## src/rtl/cct_pkg.sv

```systemverilog
`timescale 1ns/1ps
package cct_pkg;

  typedef enum logic [1:0] {
    SRC_SYS = 2'd0,
    SRC_TMR = 2'd1,
    SRC_IVL = 2'd2,
    SRC_EXT = 2'd3
  } cct_src_e;

  typedef enum logic [1:0] {
    EDG_OFF  = 2'd0,
    EDG_RISE = 2'd1,
    EDG_FALL = 2'd2,
    EDG_BOTH = 2'd3
  } cct_edge_e;

  typedef struct packed {
    logic      cap_en;
    logic      rst_en;
    cct_edge_e edge_mode;
    logic      run;
    cct_src_e  clk_sel;
  } cct_ctrl_t;

  typedef struct packed {
    logic single;
    logic toggle;
    logic clear;
    logic irq;
  } cct_mask_t;

  localparam int CTRL_W = $bits(cct_ctrl_t);
  localparam int MASK_W = $bits(cct_mask_t);
  localparam int A_CTRL = 0;

endpackage

```

## src/rtl/cct_edge_det.sv

```systemverilog
`timescale 1ns/1ps
module cct_edge_det #(
  parameter int SYNC_STAGES = 2
) (
  input  logic                clk,
  input  logic                rst_ni,
  input  logic                din,
  input  cct_pkg::cct_edge_e  mode,
  output logic                pulse
);
  import cct_pkg::*;

  logic [SYNC_STAGES-1:0] sync_q, sync_d;
  logic                   dly_q, dly_d;
  logic                   rise, fall;

  always_comb begin
    sync_d = {sync_q[SYNC_STAGES-2:0], din};
    dly_d  = sync_q[SYNC_STAGES-1];
  end

  always_ff @(posedge clk or negedge rst_ni) begin
    if (!rst_ni) begin
      sync_q <= '0;
      dly_q  <= 1'b0;
    end else begin
      sync_q <= sync_d;
      dly_q  <= dly_d;
    end
  end

  always_comb begin
    rise = sync_q[SYNC_STAGES-1] & ~dly_q;
    fall = ~sync_q[SYNC_STAGES-1] & dly_q;
    unique case (mode)
      EDG_OFF:  pulse = 1'b0;
      EDG_RISE: pulse = rise;
      EDG_FALL: pulse = fall;
      EDG_BOTH: pulse = rise | fall;
      default:  pulse = 1'b0;
    endcase
  end
endmodule

```

## src/rtl/cct_cmp_unit.sv

```systemverilog
`timescale 1ns/1ps
module cct_cmp_unit #(
  parameter int CNT_W = 8
) (
  input  logic             clk,
  input  logic             rst_ni,
  input  logic [CNT_W-1:0] count,
  input  logic [CNT_W-1:0] cmp_val,
  input  logic             once,
  input  logic             tick,
  input  logic             rearm,
  output logic             hit
);
  logic armed_q, armed_d;

  always_comb begin
    hit     = tick && (count == cmp_val) && (!once || armed_q);
    armed_d = armed_q;
    if (rearm)
      armed_d = 1'b1;
    else if (hit && once)
      armed_d = 1'b0;
  end

  always_ff @(posedge clk or negedge rst_ni) begin
    if (!rst_ni) armed_q <= 1'b1;
    else         armed_q <= armed_d;
  end
endmodule

```

## src/rtl/cct_capture.sv

```systemverilog
`timescale 1ns/1ps
module cct_capture #(
  parameter int CNT_W = 8,
  localparam int NIB_W = CNT_W / 2
) (
  input  logic             clk,
  input  logic             rst_ni,
  input  logic [CNT_W-1:0] count,
  input  logic             ext_cap,
  input  logic             rd_en,
  input  logic             rd_hi,
  output logic [NIB_W-1:0] rd_nib,
  output logic [CNT_W-1:0] cap_q,
  output logic             hold_q
);
  logic [CNT_W-1:0] cap_d;
  logic             hold_d;
  logic [NIB_W-1:0] nib_q, nib_d;

  always_comb begin
    cap_d  = cap_q;
    hold_d = hold_q;
    nib_d  = nib_q;
    if (rd_en && rd_hi) begin
      cap_d  = count;
      nib_d  = count[CNT_W-1:NIB_W];
      hold_d = 1'b1;
    end else begin
      if (ext_cap && !hold_q)
        cap_d = count;
      if (rd_en) begin
        nib_d  = cap_q[NIB_W-1:0];
        hold_d = 1'b0;
      end
    end
  end

  always_ff @(posedge clk or negedge rst_ni) begin
    if (!rst_ni) begin
      cap_q  <= '0;
      hold_q <= 1'b0;
      nib_q  <= '0;
    end else begin
      cap_q  <= cap_d;
      hold_q <= hold_d;
      nib_q  <= nib_d;
    end
  end

  assign rd_nib = nib_q;
endmodule

```

## src/rtl/cmp_capture_timer.sv

```systemverilog
`timescale 1ns/1ps
module cmp_capture_timer #(
  parameter int CNT_W       = 8,
  parameter int N_CMP       = 2,
  parameter int SYNC_STAGES = 2,
  localparam int ADDR_W     = $clog2(1 + 2 * N_CMP),
  localparam int NIB_W      = CNT_W / 2
) (
  input  logic              clk,
  input  logic              rst_n,
  input  logic              wr_en,
  input  logic [ADDR_W-1:0] wr_addr,
  input  logic [CNT_W-1:0]  wr_data,
  input  logic              rd_en,
  input  logic              rd_hi,
  output logic [NIB_W-1:0]  rd_nib,
  input  logic              tick_tmr,
  input  logic              tick_ivl,
  input  logic              ext_in,
  output logic              tmr_out,
  output logic              irq
);
  import cct_pkg::*;

  logic [1:0] rst_pipe;
  logic       rst_ni;

  always_ff @(posedge clk or negedge rst_n) begin
    if (!rst_n) rst_pipe <= 2'b00;
    else        rst_pipe <= {rst_pipe[0], 1'b1};
  end
  assign rst_ni = rst_pipe[1];

  cct_ctrl_t        ctrl_q, ctrl_d, wr_ctrl;
  logic [CNT_W-1:0] cmp_q  [N_CMP];
  logic [CNT_W-1:0] cmp_d  [N_CMP];
  cct_mask_t        mask_q [N_CMP];
  cct_mask_t        mask_d [N_CMP];

  assign wr_ctrl = cct_ctrl_t'(wr_data[CTRL_W-1:0]);

  always_comb begin
    ctrl_d = ctrl_q;
    for (int i = 0; i < N_CMP; i++) begin
      cmp_d[i]  = cmp_q[i];
      mask_d[i] = mask_q[i];
    end
    if (wr_en) begin
      if (wr_addr == ADDR_W'(A_CTRL)) ctrl_d = wr_ctrl;
      for (int i = 0; i < N_CMP; i++) begin
        if (wr_addr == ADDR_W'(1 + i))         cmp_d[i]  = wr_data;
        if (wr_addr == ADDR_W'(1 + N_CMP + i)) mask_d[i] = cct_mask_t'(wr_data[MASK_W-1:0]);
      end
    end
  end

  always_ff @(posedge clk or negedge rst_ni) begin
    if (!rst_ni) begin
      ctrl_q <= '0;
      for (int i = 0; i < N_CMP; i++) begin
        cmp_q[i]  <= '0;
        mask_q[i] <= '0;
      end
    end else begin
      ctrl_q <= ctrl_d;
      for (int i = 0; i < N_CMP; i++) begin
        cmp_q[i]  <= cmp_d[i];
        mask_q[i] <= mask_d[i];
      end
    end
  end

  logic ext_ev;

  cct_edge_det #(.SYNC_STAGES(SYNC_STAGES)) u_edge (
    .clk    (clk),
    .rst_ni (rst_ni),
    .din    (ext_in),
    .mode   (ctrl_q.edge_mode),
    .pulse  (ext_ev)
  );

  logic src_tick, start, restart, tick;

  always_comb begin
    unique case (ctrl_q.clk_sel)
      SRC_SYS: src_tick = 1'b1;
      SRC_TMR: src_tick = tick_tmr;
      SRC_IVL: src_tick = tick_ivl;
      SRC_EXT: src_tick = ext_ev;
      default: src_tick = 1'b0;
    endcase
    start   = wr_en && (wr_addr == ADDR_W'(A_CTRL)) && wr_ctrl.run && !ctrl_q.run;
    restart = start || (ext_ev && ctrl_q.rst_en);
    tick    = ctrl_q.run && src_tick && !restart;
  end

  logic [CNT_W-1:0] cnt_q, cnt_d;
  logic [N_CMP-1:0] hit, once;

  for (genvar g = 0; g < N_CMP; g++) begin : g_cmp
    assign once[g] = mask_q[g].single;
    cct_cmp_unit #(.CNT_W(CNT_W)) u_cmp (
      .clk     (clk),
      .rst_ni  (rst_ni),
      .count   (cnt_q),
      .cmp_val (cmp_q[g]),
      .once    (once[g]),
      .tick    (tick),
      .rearm   (restart),
      .hit     (hit[g])
    );
  end

  logic clr_any, tog_par, irq_any;
  logic out_q, out_d, irq_q, irq_d;

  always_comb begin
    clr_any = 1'b0;
    tog_par = 1'b0;
    irq_any = 1'b0;
    for (int i = 0; i < N_CMP; i++) begin
      clr_any = clr_any | (hit[i] & mask_q[i].clear);
      tog_par = tog_par ^ (hit[i] & mask_q[i].toggle);
      irq_any = irq_any | (hit[i] & mask_q[i].irq);
    end
    if (restart)   cnt_d = '0;
    else if (tick) cnt_d = clr_any ? '0 : cnt_q + 1'b1;
    else           cnt_d = cnt_q;
    out_d = out_q ^ tog_par;
    irq_d = irq_any;
  end

  always_ff @(posedge clk or negedge rst_ni) begin
    if (!rst_ni) begin
      cnt_q <= '0;
      out_q <= 1'b0;
      irq_q <= 1'b0;
    end else begin
      cnt_q <= cnt_d;
      out_q <= out_d;
      irq_q <= irq_d;
    end
  end

  assign tmr_out = out_q;
  assign irq     = irq_q;

  logic [CNT_W-1:0] cap_q;
  logic             cap_hold;

  cct_capture #(.CNT_W(CNT_W)) u_cap (
    .clk     (clk),
    .rst_ni  (rst_ni),
    .count   (cnt_q),
    .ext_cap (ext_ev && ctrl_q.cap_en),
    .rd_en   (rd_en),
    .rd_hi   (rd_hi),
    .rd_nib  (rd_nib),
    .cap_q   (cap_q),
    .hold_q  (cap_hold)
  );
endmodule

```

## config.mk

```make
export PLATFORM = sky130hd
export DESIGN_NAME = cmp_capture_timer
export DESIGN_NICKNAME = d
export VERILOG_FILES = /design/src/rtl/cct_pkg.sv /design/src/rtl/cct_edge_det.sv /design/src/rtl/cct_cmp_unit.sv /design/src/rtl/cct_capture.sv /design/src/rtl/cmp_capture_timer.sv
export SDC_FILE = /design/constraint.sdc
export NUM_CORES = 1
export LEC_CHECK = 0
export BUFFER_PORTS_ARGS = -buffer_cell sky130_fd_sc_hd__buf_2
export CORE_AREA = 2 2 105 82
export DETAILED_ROUTE_END_ITERATION = 8
export DIE_AREA = 0 0 107 84
export HOLD_SLACK_MARGIN = 0.06
export RECOVER_POWER = 25
export SLEW_MARGIN = 20
export SYNTH_ARGS = -nofsm -noshare
export SYNTH_HDL_FRONTEND = slang
export SYNTH_SLANG_ARGS = --single-unit
```

## constraint.sdc

```tcl
create_clock -name clk -period 1.9 [get_ports clk]
set_clock_uncertainty 0.2 [all_clocks]
set_input_delay 0.57 -clock clk [delete_from_list [all_inputs] [get_ports clk]]
set_output_delay 0.57 -clock clk [all_outputs]
set_load 0.02 [all_outputs]
```

# ---- Word-level counts from Yosys, hierarchy flattened
# Cells that the tools add are included.
dict set report totals {
  regBits 57
  latchBits 0
  ramBits 0
  mem_bits_ro 0
  elab_cells 105
  n_memories 0
}
dict set report op_classes {
  n_addsub 1
  multipliers 0
  n_div 0
  n_lt_le_gt_ge 0
  n_eq_ne 12
  shifts 0
  n_mux 15
  n_bitwise 15
  n_reduce_logical 36
}
# operator count
set ops {}
lappend ops {{8-bit 2-to-1 mux} 3}
lappend ops {{8-bit == test} 2}
lappend ops {{4-bit 2-to-1 mux} 4}
lappend ops {{1-bit logical AND} 15}
lappend ops {{2-bit AND reduction} 5}
lappend ops {{2-bit nonzero test} 5}
lappend ops {{8-bit by 1-bit adder with 8-bit output, second input constant} 1}
lappend ops {{1-bit AND} 8}
lappend ops {{2-bit == test, second input constant} 4}
lappend ops {{1-bit case mux with 4 select lines} 2}
lappend ops {{3-bit by 2-bit == test with 1-bit output, second input constant} 2}
lappend ops {{1-bit 2-to-1 mux} 6}
lappend ops {{1-bit zero test} 5}
lappend ops {{2-bit by 1-bit == test with 1-bit output, second input constant} 2}
lappend ops {{2-bit zero test} 2}
lappend ops {{3-bit by 1-bit == test with 1-bit output, second input constant} 1}
lappend ops {{3-bit == test, second input constant} 1}
lappend ops {{3-bit zero test} 1}
lappend ops {{1-bit logical OR} 3}
lappend ops {{1-bit bitwise OR} 3}
lappend ops {{1-bit inverter} 2}
lappend ops {{1-bit XOR} 2}

# ---- Depth between registers and ports, before layout
dict set report depth {
  word_depth 15
  depth_mapped 9
}

# ---- Cells and area by module
# Synthesis repeated with hierarchy kept, for this count alone.
dict set report unflattened {
  hier_cells 223
  area_unflattened_um2 2867.8
}
# module n_inst cells_per_inst area_each_um2 seq_area_each_um2
set modules_own_cells {}
lappend modules_own_cells {cmp_capture_timer 1 137 1861.8 1076.0}
lappend modules_own_cells {cct_capture 1 40 549.3 325.3}
lappend modules_own_cells {cct_cmp_unit 2 17 161.4 26.3}
lappend modules_own_cells {cct_edge_det 1 12 133.9 75.1}

# ---- Least setup slack after synthesis
# No wires, ideal clock.
dict set report synth_timing {
  path_kind {register -> register}
  startpoint {register u_edge.dly_q}
  endpoint {register cnt_q[6]}
  t_arrival_ns 1.813
  required_time_ns 1.562
  setup_slack_ns -0.251
  path_stages_with_launch 10
  cell_sequence {dfrtp_1 > inv_1 > ha_1 > or2_1 > a31oi_4 > mux2_4 > and4bb_4 > buf_6 > a41oi_2 > a31oi_1}
}
dict set report synth_between {
  elab_chain_cells 15
  elab_cells_between_ends 22
}
# item line
set synth_rtl {}
lappend synth_rtl {{start, declared} cct_edge_det.sv:14} ;# logic dly_q, dly_d;
lappend synth_rtl {{start signal, assigned} cct_edge_det.sv:28} ;# dly_q <= dly_d;
lappend synth_rtl {{1-bit inverter} cct_edge_det.sv:33} ;# rise = sync_q[SYNC_STAGES-1] & ~dly_q;
lappend synth_rtl {{1-bit AND} cct_edge_det.sv:33}
lappend synth_rtl {{1-bit bitwise OR} cct_edge_det.sv:39} ;# EDG_BOTH: pulse = rise | fall;
lappend synth_rtl {{1-bit case mux with 4 select lines *} cct_edge_det.sv:35} ;# unique case (mode)
lappend synth_rtl {{parallel branches: the longest is 11 deep, another holds 8-bit 2-to-1 mux} --}
lappend synth_rtl {{end signal, assigned} cmp_capture_timer.sv:140} ;# cnt_q <= cnt_d;
lappend synth_rtl {{end, declared} cmp_capture_timer.sv:98} ;# logic [CNT_W-1:0] cnt_q, cnt_d;
# Every way passes the cells marked *. The select of a mux whose other input is x is not followed.
# A chain may end at the register's enable or synchronous reset.

# ---- Worst setup path after layout
dict set report layout_timing {
  startpoint {register u_edge.sync_q[1]}
  endpoint {register cnt_q[6]}
}
dict set report layout_between {
  elab_chain_cells 15
  elab_cells_between_ends 22
}
# item line
set layout_rtl {}
lappend layout_rtl {{start, declared} cct_edge_det.sv:13} ;# logic [SYNC_STAGES-1:0] sync_q, sync_d;
lappend layout_rtl {{start signal, assigned} cct_edge_det.sv:27} ;# sync_q <= sync_d;
lappend layout_rtl {{1-bit inverter} cct_edge_det.sv:34} ;# fall = ~sync_q[SYNC_STAGES-1] & dly_q;
lappend layout_rtl {{1-bit AND} cct_edge_det.sv:34}
lappend layout_rtl {{1-bit bitwise OR} cct_edge_det.sv:39}
lappend layout_rtl {{1-bit case mux with 4 select lines *} cct_edge_det.sv:35}
lappend layout_rtl {{parallel branches: the longest is 11 deep, another holds 8-bit 2-to-1 mux} --}
# Marked as above.

==> key figures <==
Synth
  – Sequential fraction of the synthesis area: 0.528
  – Top cell type by total area after synthesis: dfrtp_1
  – Yosys top cell area share: 0.509
  – Synth Warn #: 0
  – Count leader, synth: dfrtp_1
  – Synth unique cells: 41
  – Top FF cell, synth: dfrtp_1
  – Mapped cell area: 2710 um2
  – Mapped Cells: 230
  – Number of flops mapped to enable cells by yosys: 0
  – Syn nets: 252
  – Syn avg cell area: 11.8 um2
  – Synth top area cells: dfrtp_1 (51%), mux2_2 (13%), xnor2_1 (5.8%), nand2_1 (2.1%), dfstp_2 (1.9%)
  – Post-synth top cells: dfrtp_1 (55), mux2_2 (32), xnor2_1 (18)
  – Post-synth ARST share: 1.00
  – Number of synthesized register bits: 57

Power and ir drop
  – Switching power: 1.36 mW
  – P per Cell Area: 1250 nW/um2
  – Int Power: 2.91 mW
  – Net Sw Frac: 0.318
  – Comb power frac: 0.294
  – VDD IR-drop max: 0.000450 V
  – P_leak: 1.49 nW
  – Sequential group share of total power: 0.407
  – Post-route total power: 4.27 mW
  – Clock share of power: 0.299

STA
  – Min cycle time layout: 2.08 ns
  – Fin. max-slew vios: 0
  – Endpoints failing setup: 16
  – Fmax: 0.480 GHz
  – Final Hold Vio Count: 0
  – Fin crit share: 1.10
  – Worst hold margin: 0.128 ns
  – Worst slew pin tran: 1.04 ns
  – Worst setup margin: -0.184 ns
  – RSZ-0062 raised after global routing: true
  – Rel. slew slack: 0.309

Finish
  – Share of cells above drive strength 1: 0.409
  – Final #Nets: 308
  – Filler Cell Count: 795
  – Diode count: 0
  – Final Non-Filler Cells: 399
  – Reg area: 1430 um2
  – Area of the multi-input gates: 1240 um2
  – Layout area overhead: 26.2%

Route
  – DR WL/cell: 15.7 um
  – Initial DRC Count: 71
  – Initial DRT Pass Iterations: 4
  – Vias per cell: 4.81
  – Antenna Nets Post-Route: 0
  – DRC violations left: 0
  – Via count: 1918
  – WL final: 6.28 mm

Global route
  – Total global routing overflow: 0
  – First-pass GRT wire length: 10.2 mm
  – Pin count of the biggest net entering global routing: 27
  – Vias in the first global route: 2005
  – Initial antenna violation count: 0
  – Global Route Usage Sum: 0.152

Setup path
  – Worst path slowest cell: dfrtp_1
  – Crit path kind: register to register
  – Worst Setup EP: cnt_q[6]$_DFFE_PN0P_
  – WP data required: 1.91 ns
  – Startpoint Class: register
  – Slack of the worst reg-to-reg path: -0.18 ns
  – Path length in cells of the critical path: 7
  – Critical R2R Capture: cnt_q[6]$_DFFE_PN0P_
  – R2R depth: 7
  – Buffers and inverters on the worst path: 0
  – CP endpoint kind: register
  – Crit path launch: u_edge.sync_q[1]$_DFF_PN0_
  – CP cell instances: ha_2 > nand2_2 > a31oi_4 > mux2_4 > and4bb_4 > a41oi_2 > a31oi_1
  – CP delay by family, top: flip-flops
  – Worst r2r src: u_edge.sync_q[1]$_DFF_PN0_
  – Max incr delay on CP: 0.40 ns
  – Crit path arrival time: 2.09 ns
  – Largest fanout on the critical path: 7

Placed design
  – Placer Congestion: 0.851
  – Placed Instances: 381
  – Input/output buffers: 24
  – DP HPWL: 4.47 mm

Clocking
  – CTS H-Tree Depth: 3
  – # Post-CTS Setup Buffers: 0
  – Clock Latency Late Sink: 0.35 ns
  – CTS tree: yes
  – Clock Tree Buf Depth: 2
  – CTS Sinks: 57
  – Total CTS buffers: 9
  – Root buffer cell: clkbuf_8
  – Worst-path clk slew: 0.07 ns

Hold path
  – Worst hold path class: primary input to register
  – Hold Path Cell Cnt: 1

Run status
  – Failing checks: setup timing
  – Outcome: finished with violations

Floorplanning
  – Num ports: 25
  – Row cnt: 29
  – Die Y: 84 um
  – Starting Density: 0.334
  – CORE AREA: 8090 um2
  – Chip Width: 107 um
  – Die area: 8990 um2

Run
  – # Max-Cap Violations: 0
[how the worst min path moves through the flow]
stage,start,endpoint
6_report,ext_in,u_edge.sync_q[0]$_DFF_PN0_
5_1_grt,ext_in,u_edge.sync_q[0]$_DFF_PN0_
4_1_cts,rst_pipe[1]$_DFF_PN0_,u_edge.dly_q$_DFF_PN0_
3_5_place_dp,rst_pipe[1]$_DFF_PN0_,u_edge.dly_q$_DFF_PN0_
3_3_place_gp,rst_pipe[1]$_DFF_PN0_,cmp_q[13]$_DFFE_PN0P_
2_1_floorplan,rst_n,rst_pipe[0]$_DFF_PN0_
[worst register-to-register path, stage by stage, from the launching register on]
cell      delay (ns)
dfrtp_1         0.40
ha_2            0.33
nand2_2         0.06
a31oi_4         0.17
mux2_4          0.33
and4bb_4        0.25
a41oi_2         0.14
a31oi_1         0.06
[power by group through the flow]
stage          clock network (mW)  logic [mW]  registers, mW
2_1_floorplan                   0       0.819           1.72
3_3_place_gp                    0        1.16           1.75
3_5_place_dp                    0        1.19           1.76
4_1_cts                      1.30        1.23           1.74
5_1_grt                      1.36        1.39           1.77
6_report                     1.28        1.26           1.74
[final cells by class]
cell class                      instances  area share
Sequential cell                        57       0.418
Multi-Input combinational cell        155       0.363
Tap cell                              108      0.0396
Inverter                               10      0.0110
Timing Repair Buffer                   53       0.103
Clock inverter                          5      0.0235
Clock buffer                           11      0.0414
[cell families (layout without fill, tap and decap cells)]
| kind of cell | after synthesis | count (layout) | synth area share |
|---|---|---|---|
| adders and majority gates | 3 | 3 | 0.0139 |
| muxes | 37 | 37 | 0.154 |
| AOI/OAI and AO/OA | 31 | 31 | 0.0782 |
| other | 1 | 1 | 0.00139 |
| buffers and inverters | 19 | 79 | 0.0319 |
| and+or+nand+nor | 63 | 64 | 0.131 |
| xor gates and xnor gates | 19 | 19 | 0.0615 |
| DFF | 57 | 57 | 0.528 |
[layer usage]
metal  track usage  vias to the layer above  wire [um]  share of wire
met5             0                        -          0              0
met1         0.217                      942       3160           0.50
met3        0.0585                        9        339          0.054
met4        0.0531                        0         81          0.013
li1              -                      919          -              -
met2         0.210                       48       2700           0.43
[sequential cells by signal (all words and copies together), names as in the netlist]
register and flops:
g_cmp.u_cmp.armed_q 2, tmr_out 1, u_edge.sync_q 2, u_cap.rd_nib 4, mask_q 8, u_cap.hold_q 1, u_edge.dly_q 1, cnt_q 8
cmp_q 16, u_cap.cap_q 4, rst_pipe 2, ctrl_q 7, irq 1
[layout by cell type (no fill, tap or decap), types with 4 or more instances in the layout]
cell type and count:
nand2b_1 7, o21ai_0 4, a21oi_1 5, nand2_1 12, mux2_2 32, nand4_1 6, mux2i_1 4, xnor2_1 18
a31oi_1 5, inv_1 10, buf_2 23, and3_1 7, clkbuf_8 10, nor2_1 7, nor3_1 4, buf_4 25
dfrtp_1 55, nand3_1 6
[per-stage QoR]
stage | setup WS (ns) | util | setup TNS (ns) | area, um2
floorplan | -0.239 | - | -1.92 | 2710
global placement | -0.183 | 0.388 | -3.07 | 3140
detailed placement | -0.221 | 0.388 | -3.84 | 3140
CTS | -0.171 | 0.420 | -1.65 | 3400
global route | -0.261 | 0.422 | -2.72 | 3410
finish | -0.184 | 0.422 | -1.38 | 3410
[timing repair]
action	in CTS	in global routing
cloned	1	0
gates resized for setup	4	9
pin swaps	4	5
hold buffers	1	0
setup endpoints to repair	16	16
hold endpoints to repair	2	0
No activity file was read; power rests on OpenSTA's default activity.
